`src/rtl/dma_cb_pkg.sv`:
```
package dma_cb_pkg;
  localparam int DMA_AW = 32;
  localparam int DMA_DW = 32;
  localparam int DESC_WORDS = 4;
  localparam int DESC_IW = $clog2(DESC_WORDS);
  localparam int OPT_IRQ_BIT = 0;
  localparam int OPT_DSTEP_BIT = 4;
  localparam int OPT_SSTEP_BIT = 8;
  localparam int OFS_RUN = 0;
  localparam int OFS_DESC = 4;

  typedef enum logic [1:0] {ST_IDLE, ST_FETCH, ST_READ, ST_WRITE} chan_state_e;

  function automatic logic [DMA_AW-1:0] step_addr(input logic [DMA_AW-1:0] a, input logic adv);
    return adv ? a + DMA_AW'(DMA_DW / 8) : a;
  endfunction

  function automatic logic [DMA_AW-1:0] word_count(input logic [DMA_DW-1:0] nbytes);
    return DMA_AW'(nbytes >> 2) + DMA_AW'(|nbytes[1:0]);
  endfunction

  function automatic logic [DMA_AW-1:0] desc_addr(input logic [DMA_AW-1:0] base,
                                                   input logic [DESC_IW-1:0] idx);
    return base + DMA_AW'({idx, 2'b00});
  endfunction
endpackage

```
`src/rtl/dma_cb_regs.sv`:
```
module dma_cb_regs
  import dma_cb_pkg::*;
#(
  parameter int REG_AW = 4
) (
  input  logic              clk,
  input  logic              rst_n,
  input  logic              reg_wr,
  input  logic [REG_AW-1:0] reg_addr,
  input  logic [DMA_DW-1:0] reg_wdata,
  input  logic              busy,
  output logic [DMA_DW-1:0] reg_rdata,
  output logic [DMA_AW-1:0] desc_base,
  output logic              start
);
  logic hit_run, hit_desc;

  assign hit_run  = reg_addr == REG_AW'(OFS_RUN);
  assign hit_desc = reg_addr == REG_AW'(OFS_DESC);
  assign start    = reg_wr && hit_run && reg_wdata[0] && !busy;

  always_ff @(posedge clk or negedge rst_n) begin
    if (!rst_n) desc_base <= '0;
    else if (reg_wr && hit_desc && !busy) desc_base <= reg_wdata;
  end

  always_comb begin
    reg_rdata = '0;
    if (hit_run) reg_rdata = {{(DMA_DW-1){1'b0}}, busy};
    else if (hit_desc) reg_rdata = desc_base;
  end

  AST_DESC_FROZEN: assert property (@(posedge clk) disable iff (!rst_n)
    busy |=> $stable(desc_base));
endmodule

```
`src/rtl/dma_cb_seq.sv`:
```
module dma_cb_seq
  import dma_cb_pkg::*;
(
  input  logic               clk,
  input  logic               rst_n,
  input  logic               start,
  input  logic               mem_ready,
  input  logic               len_zero,
  input  logic               last_word,
  output chan_state_e        state,
  output logic [DESC_IW-1:0] fetch_idx,
  output logic               busy,
  output logic               done
);
  logic fetch_last;

  assign busy       = state != ST_IDLE;
  assign fetch_last = fetch_idx == DESC_IW'(DESC_WORDS - 1);

  always_ff @(posedge clk or negedge rst_n) begin
    if (!rst_n) begin
      state     <= ST_IDLE;
      fetch_idx <= '0;
      done      <= 1'b0;
    end else begin
      done <= 1'b0;
      case (state)
        ST_IDLE: if (start) begin
          state     <= ST_FETCH;
          fetch_idx <= '0;
        end
        ST_FETCH: if (mem_ready) begin
          if (fetch_last) begin
            if (len_zero) begin
              state <= ST_IDLE;
              done  <= 1'b1;
            end else begin
              state <= ST_READ;
            end
          end else begin
            fetch_idx <= fetch_idx + 1'b1;
          end
        end
        ST_READ: if (mem_ready) state <= ST_WRITE;
        ST_WRITE: if (mem_ready) begin
          if (last_word) begin
            state <= ST_IDLE;
            done  <= 1'b1;
          end else begin
            state <= ST_READ;
          end
        end
        default: state <= ST_IDLE;
      endcase
    end
  end

  AST_DONE_SINGLE: assert property (@(posedge clk) disable iff (!rst_n)
    done |=> !done);
  AST_START_RUNS: assert property (@(posedge clk) disable iff (!rst_n)
    start |=> busy);
endmodule

```
`src/rtl/dma_cb_path.sv`:
```
module dma_cb_path
  import dma_cb_pkg::*;
(
  input  logic               clk,
  input  logic               rst_n,
  input  chan_state_e        state,
  input  logic [DESC_IW-1:0] fetch_idx,
  input  logic [DMA_AW-1:0]  desc_base,
  input  logic [DMA_DW-1:0]  mem_rdata,
  input  logic               mem_ready,
  output logic               mem_req,
  output logic               mem_we,
  output logic [DMA_AW-1:0]  mem_addr,
  output logic [DMA_DW-1:0]  mem_wdata,
  output logic               len_zero,
  output logic               last_word,
  output logic               irq_en
);
  logic [DMA_AW-1:0] src_q, dst_q, left_q;
  logic [DMA_DW-1:0] data_q;
  logic              sstep_q, dstep_q;
  logic              acc_fetch, acc_read, acc_write;

  assign mem_req   = state != ST_IDLE;
  assign mem_we    = state == ST_WRITE;
  assign mem_wdata = data_q;
  assign acc_fetch = state == ST_FETCH && mem_ready;
  assign acc_read  = state == ST_READ && mem_ready;
  assign acc_write = state == ST_WRITE && mem_ready;
  assign len_zero  = word_count(mem_rdata) == '0;
  assign last_word = left_q == DMA_AW'(1);

  always_comb begin
    case (state)
      ST_FETCH: mem_addr = desc_addr(desc_base, fetch_idx);
      ST_READ:  mem_addr = src_q;
      ST_WRITE: mem_addr = dst_q;
      default:  mem_addr = '0;
    endcase
  end

  always_ff @(posedge clk or negedge rst_n) begin
    if (!rst_n) begin
      src_q   <= '0;
      dst_q   <= '0;
      left_q  <= '0;
      data_q  <= '0;
      sstep_q <= 1'b0;
      dstep_q <= 1'b0;
      irq_en  <= 1'b0;
    end else begin
      if (acc_fetch) begin
        case (fetch_idx)
          2'd0: begin
            irq_en  <= mem_rdata[OPT_IRQ_BIT];
            dstep_q <= mem_rdata[OPT_DSTEP_BIT];
            sstep_q <= mem_rdata[OPT_SSTEP_BIT];
          end
          2'd1: src_q <= mem_rdata;
          2'd2: dst_q <= mem_rdata;
          default: left_q <= word_count(mem_rdata);
        endcase
      end
      if (acc_read) data_q <= mem_rdata;
      if (acc_write) begin
        src_q  <= step_addr(src_q, sstep_q);
        dst_q  <= step_addr(dst_q, dstep_q);
        left_q <= left_q - 1'b1;
      end
    end
  end

  AST_REQ_HELD: assert property (@(posedge clk) disable iff (!rst_n)
    mem_req && !mem_ready |=> mem_req && $stable(mem_addr) && $stable(mem_we));
endmodule

```
`src/rtl/dma_cb_engine.sv`:
```
module dma_cb_engine
  import dma_cb_pkg::*;
#(
  parameter int REG_AW = 4
) (
  input  logic              clk,
  input  logic              rst_n,
  input  logic              reg_wr,
  input  logic [REG_AW-1:0] reg_addr,
  input  logic [DMA_DW-1:0] reg_wdata,
  output logic [DMA_DW-1:0] reg_rdata,
  output logic              mem_req,
  output logic              mem_we,
  output logic [DMA_AW-1:0] mem_addr,
  output logic [DMA_DW-1:0] mem_wdata,
  input  logic [DMA_DW-1:0] mem_rdata,
  input  logic              mem_ready,
  output logic              done,
  output logic              irq
);
  chan_state_e        state;
  logic [DESC_IW-1:0] fetch_idx;
  logic [DMA_AW-1:0]  desc_base;
  logic               busy, start, len_zero, last_word, irq_en;

  dma_cb_regs #(.REG_AW(REG_AW)) u_regs (
    .clk(clk), .rst_n(rst_n), .reg_wr(reg_wr), .reg_addr(reg_addr),
    .reg_wdata(reg_wdata), .busy(busy), .reg_rdata(reg_rdata),
    .desc_base(desc_base), .start(start)
  );

  dma_cb_seq u_seq (
    .clk(clk), .rst_n(rst_n), .start(start), .mem_ready(mem_ready),
    .len_zero(len_zero), .last_word(last_word), .state(state),
    .fetch_idx(fetch_idx), .busy(busy), .done(done)
  );

  dma_cb_path u_path (
    .clk(clk), .rst_n(rst_n), .state(state), .fetch_idx(fetch_idx),
    .desc_base(desc_base), .mem_rdata(mem_rdata), .mem_ready(mem_ready),
    .mem_req(mem_req), .mem_we(mem_we), .mem_addr(mem_addr),
    .mem_wdata(mem_wdata), .len_zero(len_zero), .last_word(last_word),
    .irq_en(irq_en)
  );

  assign irq = done && irq_en;

  AST_IRQ_WITH_DONE: assert property (@(posedge clk) disable iff (!rst_n)
    irq |-> done);
  AST_DONE_IDLE: assert property (@(posedge clk) disable iff (!rst_n)
    done |-> !busy && !mem_req);
endmodule

```
`config.mk`:
```
export PLATFORM = sky130hd
export DESIGN_NAME = dma_cb_engine
export DESIGN_NICKNAME = d
export VERILOG_FILES = /design/src/rtl/dma_cb_pkg.sv /design/src/rtl/dma_cb_regs.sv /design/src/rtl/dma_cb_seq.sv /design/src/rtl/dma_cb_path.sv /design/src/rtl/dma_cb_engine.sv
export SDC_FILE = /design/constraint.sdc
export NUM_CORES = 1
export LEC_CHECK = 0
export CORE_ASPECT_RATIO = 0.8
export CORE_MARGIN = 2
export CORE_UTILIZATION = 55
export CTS_CLUSTER_SIZE = 40
export DETAILED_ROUTE_END_ITERATION = 12
export PLACE_DENSITY = 0.9
export SLEW_MARGIN = 0
export SYNTH_ARGS = -nofsm -noshare
export SYNTH_HDL_FRONTEND = slang
export SYNTH_SLANG_ARGS = --single-unit
```
`constraint.sdc`:
```
create_clock -name clk -period 3.8 [get_ports clk]
set_clock_uncertainty 0.15 [all_clocks]
set_input_delay 0.76 -clock clk [delete_from_list [all_inputs] [get_ports clk]]
set_output_delay 0.76 -clock clk [all_outputs]
set_load 0.02 [all_outputs]
```
Yosys cells after proc, flatten, opt, wreduce, memory -nomap -nowiden:

Index checks and enable logic that the tools add are counted.

* add/sub/neg operators: 6
* equal/unequal tests: 17
* mux-type cells: 32
* reductions and logical operators: 27

Operator list (number)
* 32-bit two-way mux: 13
* 32-bit one-hot mux with 3 select lines: 1
* 32-bit by 3-bit adder with 32-bit output, second input constant: 2
* 32-bit by 4-bit adder with 32-bit output: 1
* 32-bit by 1-bit == test with 1-bit output, second input constant: 1
* 32-bit logical NOT: 1
* 32-bit by 1-bit subtractor with 32-bit output, second input constant: 1
* 30-bit by 1-bit adder with 31-bit output: 1
* 2-bit two-way mux: 10
* 2-bit inequality test, second input constant: 5
* 2-bit nonzero test: 5
* 1-bit logical AND: 9
* 2-bit == test, second input constant: 4
* 2-bit by 1-bit inequality test with 1-bit output, second input constant: 4
* 2-bit one-hot mux with 4 select lines: 1
* 3-bit AND reduction: 2
* 1-bit two-way mux: 5
* 5-bit AND reduction: 1
* 2-bit by 1-bit == test with 1-bit output, second input constant: 2
* 4-bit by 3-bit == test with 1-bit output, second input constant: 1
* 2-bit logical NOT: 2
* 4-bit logical NOT: 1
* 2-bit one-hot mux with 2 select lines: 1
* 2-bit AND reduction: 2
* 6 further kinds: 6

* register bits: 168
* word-level logic and storage cells: 93

Depth between registers and ports, before layout:

Gate-level depths: netlist of run 1.

* depth in word-level cells: 7
* mapped depth: 11

Modules after synthesis:

Synthesis of run 1 repeated with hierarchy kept, for this count alone.

* cell total of the unflattened synthesis: 1222
* area, all modules: 10988.0 sq um

Modules (own cells, without submodules)
* dma_cb_path: instances 1, cells an instance 1093, area each 9153.8 sq um, seq. area each 3278.1 sq um
* dma_cb_regs: instances 1, cells an instance 107, area each 1575.3 sq um, seq. area each 800.8 sq um
* dma_cb_seq: instances 1, cells an instance 21, area each 252.7 sq um, seq. area each 125.1 sq um
* dma_cb_engine: instances 1, cells an instance 1, area each 6.3 sq um, seq. area each 0.0 sq um

Worst setup path before layout of run 1:

No wires, ideal clock.

* kind: register to output
* start point: register u_seq.fetch_idx[1]
* end point: output port mem_addr[29]
* arrival time: 2471 ps
* required time: 2890 ps
* slack: 419 ps
* stages on the path, launching flop included: 10
* path buffers: 1
* cells stage by stage: dfrtp_1 -> ha_1 -> a21oi_1 -> nor4_2 -> nand2_1 -> or2_2 -> clkbuf_1 -> nor2_1 -> xnor2_1 -> o21ai_0

* word-level cells in the longest chain between the ends: 2

Ends and longest elaborated chain
* start: declaration: RTL line dma_cb_seq.sv:11 `output logic [DESC_IW-1:0] fetch_idx,`
* start signal: assignment: RTL line dma_cb_seq.sv:41 `fetch_idx <= fetch_idx + 1'b1;`
* 32-bit by 4-bit adder with 32-bit output: RTL line dma_cb_pkg.sv:24 `return base + DMA_AW'({idx, 2'b00});`
* 32-bit one-hot mux with 3 select lines: RTL line dma_cb_path.sv:34 `case (state)`
* end: declaration: RTL line dma_cb_engine.sv:14 `output logic [DMA_AW-1:0] mem_addr,`

Every way passes these cells.

Worst setup path in the final report of run 1:

* start point: register u_seq.fetch_idx[0]
* end point: output port mem_addr[8]

Same word-level chain as after synthesis.

==> summary.txt, run 1 <==
Floorplanning
  • Core area: 19700 um^2
  • FP Rows: 46
  • Die height: 131 um
  • Initial cell density of the core: 55.9%
  • Die area: 21200 um^2
  • I/O pin count: 172
  • Die extent in x: 162 um

Clock network
  • # clock sinks: 168
  • CTS Buf Count: 17
  • Clock Path Buffers: 2
  • CTS H-tree lvls: 4
  • Clock-pin slew of the registers on the worst-case setup and hold paths: 0.07 ns
  • Hold buffers post-CTS: 0
  • TritonCTS clock tree: done
  • Worst-skew pair later-pin latency: 0.43 ns
  • CTS root buf: clkbuf_16

Synthesis
  • Ys flop type: dfrtp_1
  • Ranking of synthesized cells by area: dfrtp_1 38%, mux2_2 7.2%, a21oi_1 5.2%
  • Synth area leader: dfrtp_1
  • Avg Inst Size Synth: 8.44 um^2
  • Register area share after synthesis: 38.1%
  • Yosys warns: 0
  • Yosys reg bits: 168
  • Post-synth EDFFs: 0
  • Cells after synthesis: 1307
  • Mapped cell area: 11000 um^2
  • Synth unique cells: 68
  • Top cell type's share of synthesized area: 38.1%
  • Asr flop ratio synth: 100%
  • Synthesized Nets: 1392

Global routing
  • Initial antenna violation count: 0
  • First-pass GRT wire length: 57.4 mm
  • Number of global-route vias before repair: 10600
  • Total track usage: 34.5%
  • Grt total ovfl: 0
  • Pin count of the biggest net entering global routing: 83

STA
  • Slew Limit Fails: 0
  • Fin worst setup slack: 0.0707 ns
  • Fmax: 0.268 GHz
  • Rel. slew slack: 18.2%
  • WHS: 0.209 ns
  • Final Setup Violations: 0
  • Worst Max-Slew Pin Slew: 1.23 ns
  • Final hold viol count: 0
  • Crit share post-route: 98.1%
  • Min Tclk post-route: 3.73 ns
  • RSZ-0062 raised after global routing: false

Final layout
  • Share of cells above drive strength 1: 14.7%
  • Antenna cells: 0
  • Most common cell after layout, fill and taps aside: dfrtp_1
  • Syn-to-layout area delta: 26.3%
  • Most frequent cells in the layout: 167 x dfrtp_1, 148 x clkdlybuf4s50_1, 139 x nand2_1
  • Final net count: 1564

Setup path
  • CP Capture Type: output pin
  • Register-to-register setup slack: 0.91 ns
  • RR Endpoint: u_path.left_q[29]
  • CP required: 2.89 ns
  • Setup CP Type: flop to output pin
  • Startpoint Class: flop
  • Worst R2R Start: u_path.left_q[2]
  • Max Fanout on Critical Path: 3
  • Worst endpoint data arrival time: 2.82 ns
  • Worst R2R Path Depth: 7

Power and ir drop
  • Sw Pwr: 4.19 mW
  • Clk pwr share: 18.7%
  • Worst VDD drop: 520 uV
  • Reg power frac: 35.7%
  • PD cells: 701 nW/um^2
  • Logic pwr share: 45.6%
  • Sw Ratio: 42.9%
  • Total power: 9.77 mW
  • Leakage: 5.86 nW
  • Int Pwr: 5.58 mW

Drt
  • Drt wl/cell: 21.3 um
  • WL final: 37.4 mm
  • Drt drc: 0
  • Antenna viol nets, final: 0
  • Vias per inst: 6.67
  • Pre-Repair DR Iteration Count: 7
  • Routed via count: 11700
  • Iteration-0 DRC Markers: 1851

Hold path
  • Worst hold path type: input pin to asynchronous set/reset pin

Placed design
  • Pre-CTS setup slack: -0.0573 ns
  • Routability-driven placement congestion ratio: 1.00
  • Port-buffer cells: 171
  • Post-DP HPWL: 26.8 mm

Status
  • Status: finished, final reports clean

Job
  • Max-Cap Viols: 0
cell usage after synthesis (12+ instances only):
cell type	instances
dfrtp_1	168
nand2_1	141
a21oi_1	115
o21ai_0	110
nor2_1	105
clkbuf_1	85
mux2_2	71
nand3_1	54
and3_1	50
nand4_1	41
a22o_1	31
o22ai_1	28
xnor2_1	27
xor2_1	26
inv_1	23
nor3_1	18
nor4_1	16
a22oi_1	15
o22a_1	15
a31oi_1	13
ha_1	12
layer usage:
metal / global-route usage, % / vias to the layer above / part of all wire (%)
met1: 49.1 / 5629 / 41
met4: 9.99 / 0 / 2.2
met3: 9.25 / 93 / 12
li1: - / 5142 / -
met5: 0 / - / 0
met2: 52.2 / 849 / 45
worst max-delay path by stage:
stage	from	to	slack (ns)	depth (start not counted)
floorplan	u_seq.fetch_idx[1]	mem_addr[29]	0.42	9
global placement	mem_rdata[0]	u_seq.state[1]	0.07	11
detailed placement	mem_rdata[0]	u_seq.done	-0.06	11
CTS	u_regs.desc_base[2]	mem_addr[12]	-0.005	9
global route	u_seq.fetch_idx[1]	mem_addr[15]	0.02	9
finish	u_seq.fetch_idx[0]	mem_addr[8]	0.07	8
stage by stage:
step / TNS, ns / instances / utilization [%] / area [um^2]
floorplan: 0 / 1307 / - / 11000
global placement: 0 / 1723 / 67.5 / 13300
detailed placement: -0.0867 / 1723 / 67.5 / 13300
CTS: -0.00537 / 1755 / 70.5 / 13900
global route: 0 / 1756 / 70.6 / 13900
finish: 0 / 1756 / 70.6 / 13900
sequential cells by signal, indices dropped and copies added (netlist names):
name              count
u_path.left_q        32
u_seq.state           2
u_path.src_q         32
u_path.dst_q         32
u_path.irq_en         1
u_seq.done            1
u_path.sstep_q        1
u_seq.fetch_idx       2
u_path.dstep_q        1
u_path.mem_wdata     32
u_regs.desc_base     32
logic make-up (layout without fill, tap and decap cells):
family	count (synthesis)	count (layout)	synth area share, %
AND/OR/NAND/NOR	484	484	22.2
adder cells (fa/ha/maj)	13	13	1.54
multiplexers	74	74	7.52
XOR/XNOR	53	53	4.21
flip-flops	168	168	38.1
AO/OA/AOI/OAI	392	392	22.1
buffers and inverters	123	308	4.32
power by group through the flow:
stage / sequential [mW] / combinational, mW / clock [mW]
2_1_floorplan: 3.34 / 2.69 / 0
3_3_place_gp: 3.41 / 4.28 / 0
3_5_place_dp: 3.45 / 4.43 / 0
4_1_cts: 3.44 / 4.39 / 1.82
5_1_grt: 3.58 / 4.77 / 1.90
6_report: 3.49 / 4.46 / 1.83
critical path, cell delays in order (launching register included):
cell and delay, ns:
dfrtp_1 0.40, ha_1 0.25, fa_2 0.39, nand2_2 0.11, nor2_1 0.06, xnor2_1 0.15
o21ai_0 0.27, a22o_1 0.17, clkdlybuf4s50_1 0.59
cell type report:
| type | instances | area [um^2] |
|---|---|---|
| clock buffers | 20 | 447 |
| clock inverters | 12 | 150 |
| fillers | 1456 | 5800 |
| inverters | 23 | 86.3 |
| multi-input cells | 1016 | 6400 |
| flip-flops and latches | 168 | 4210 |
| well taps | 264 | 330 |
| repair buffers | 253 | 2320 |
repair_timing:
action | CTS | global route
setup buffers | 0 | 1
endpoints found under the setup margin | 19 | 18
resized for setup | 29 | 20
pin swaps | 0 | 2
Power figures use the tool's default switching activity.
==> run 2, diff against run 1 <==
PLACE_DENSITY = 0.81   (was 0.9)
==> run 2 against run 1 <==
Net effect: utilization down 0.27 points; total power down 1.5%; global-route usage about the same; sequential share of layout area up 0.13 points; highest routed layer unchanged.
==> summary.txt, run 2 (same netlist as run 1, synthesis figures left out) <==
Status
  • Status: finished, final reports clean

Clock network
  • Clock Path Buffers: 2
  • Hold buffers post-CTS: 0
  • # clock sinks: 168
  • CTS root buf: clkbuf_16
  • Clock-pin slew of the registers on the worst-case setup and hold paths: 0.07 ns
  • CTS Buf Count: 17
  • Worst-skew pair later-pin latency: 0.44 ns
  • CTS H-tree lvls: 4
  • TritonCTS clock tree: done

Setup path
  • CP Buf/Inv Count: 2
  • CP delay by family, top: buffers and inverters
  • CP required: 2.89 ns
  • Worst R2R Path Depth: 5
  • Worst endpoint data arrival time: 2.79 ns
  • Worst R2R Start: u_seq.state[1]
  • Startpoint Class: flop
  • Register-to-register setup slack: 0.85 ns
  • RR Endpoint: u_path.mem_wdata[22]
  • Max Fanout on Critical Path: 4
  • CP Capture Type: output pin
  • Worst setup path start: u_regs.desc_base[3]
  • CP max stage delay: 0.44 ns
  • Setup CP Type: flop to output pin
  • Critical Path, Cell by Cell: ha_1 > a21oi_1 > nor4_2 > buf_4 > nand4_1 > xor2_1 > o21ai_0 > a22o_1 > dlygate4sd2_1
  • Slowest-stage cell, CP: dfrtp_2

Final layout
  • Multi-input combinational cell area: 6400 um^2
  • Layout fillers: 1547
  • Most frequent cells in the layout: 166 x dfrtp_1, 148 x clkdlybuf4s50_1, 139 x nand2_1
  • Final net count: 1559
  • Share of cells above drive strength 1: 15.1%
  • Antenna cells: 0
  • Most common cell after layout, fill and taps aside: dfrtp_1
  • Sequential standard cell area: 4210 um^2
  • Final non-filler cell total: 1750
  • Syn-to-layout area delta: 25.8%

Floorplanning
  • Die extent in x: 162 um
  • Die height: 131 um
  • Initial cell density of the core: 55.9%
  • I/O pin count: 172
  • Core area: 19700 um^2
  • FP Rows: 46
  • Die area: 21200 um^2

Power and ir drop
  • Total power: 9.63 mW
  • Worst VDD drop: 501 uV
  • Leakage: 5.82 nW
  • PD cells: 693 nW/um^2

Drt
  • Pre-Repair DR Iteration Count: 6
  • Drt drc: 0
  • Antenna viol nets, final: 0
  • WL final: 36.6 mm
  • Iteration-0 DRC Markers: 1421
  • Routed via count: 11500
  • Drt wl/cell: 20.9 um
  • Vias per inst: 6.56

Placed design
  • Placed cell count: 1717
  • Port-buffer cells: 171
  • Routability-driven placement congestion ratio: 0.978
  • Post-DP HPWL: 26.2 mm

Global routing
  • Total track usage: 34.5%
  • Pin count of the biggest net entering global routing: 102
  • First-pass GRT wire length: 57.0 mm
  • Grt total ovfl: 0
  • Initial antenna violation count: 0
  • Number of global-route vias before repair: 10500

STA
  • Min Tclk post-route: 3.70 ns
  • Worst Max-Slew Pin Slew: 0.906 ns
  • Final hold viol count: 0
  • Fmax: 0.270 GHz
  • Final Setup Violations: 0
  • Rel. slew slack: 39.1%
  • WHS: 0.229 ns
  • Slew Limit Fails: 0
  • Crit share post-route: 97.5%

Job
  • Max-Cap Viols: 0

Hold path
  • Worst hold path type: input pin to asynchronous set/reset pin
==> run 2: cell types whose count changed in the layout (fill, tap and decap cells not counted), moves of 3 or more <==
cell,previous run,this run
clkbuf_2,2,6
clkinv_2,5,2
clkdlybuf4s15_1,3,0
dlygate4sd2_1,10,7
buf_4,81,74
buf_2,2,5
==> run 2: where the power goes <==
group          internal (mW)  switching, mW  leakage, nW  total [mW]
clock network          0.990          0.778        0.277        1.77
logic                   1.94           2.43         3.45        4.36
registers               2.56          0.931         2.10        3.49
total                   5.49           4.14         5.82        9.63
==> run 2: final cells by class <==
cell class	instances	share of cell area (%)
inverter	23	0.622
timing repair buffer	248	16.4
multi-input combinational	1016	46.1
clock buffer	18	3.16
tap	264	2.38
clock inverter	13	1.05
sequential	168	30.3
==> run 2: how the worst max path moves through the flow <==
stage	endpoint	slack, ns	depth (start not counted)
4_1_cts	mem_addr[11]	0.006	8
3_3_place_gp	u_seq.state[1]	0.03	10
5_1_grt	mem_addr[12]	-0.03	9
2_1_floorplan	mem_addr[29]	0.42	9
6_report	mem_addr[19]	0.1	9
3_5_place_dp	u_seq.done	-0.07	10
==> run 2: metal layers <==
layer	wire length, um	global-route usage, %
met5	0	0
met4	853	9.73
met3	3700	7.45
met2	16400	52.4
met1	15700	50.3
==> run 2: through the flow <==
step / setup TNS (ns) / worst slack [ns] / utilization (%) / area (um^2)
3_5_place_dp: -0.123 / -0.0732 / 67.4 / 13300
2_1_floorplan: 0 / 0.419 / - / 11000
6_report: 0 / 0.0960 / 70.3 / 13900
5_1_grt: -0.0594 / -0.0349 / 70.3 / 13900
4_1_cts: 0 / 0.00575 / 70.4 / 13900
3_3_place_gp: 0 / 0.0340 / 67.4 / 13300
==> run 2: what timing repair did <==
action,in CTS,in global routing
resized for setup,36,30
pin swaps,0,2
setup buffers,0,2
endpoints found under the setup margin,18,18
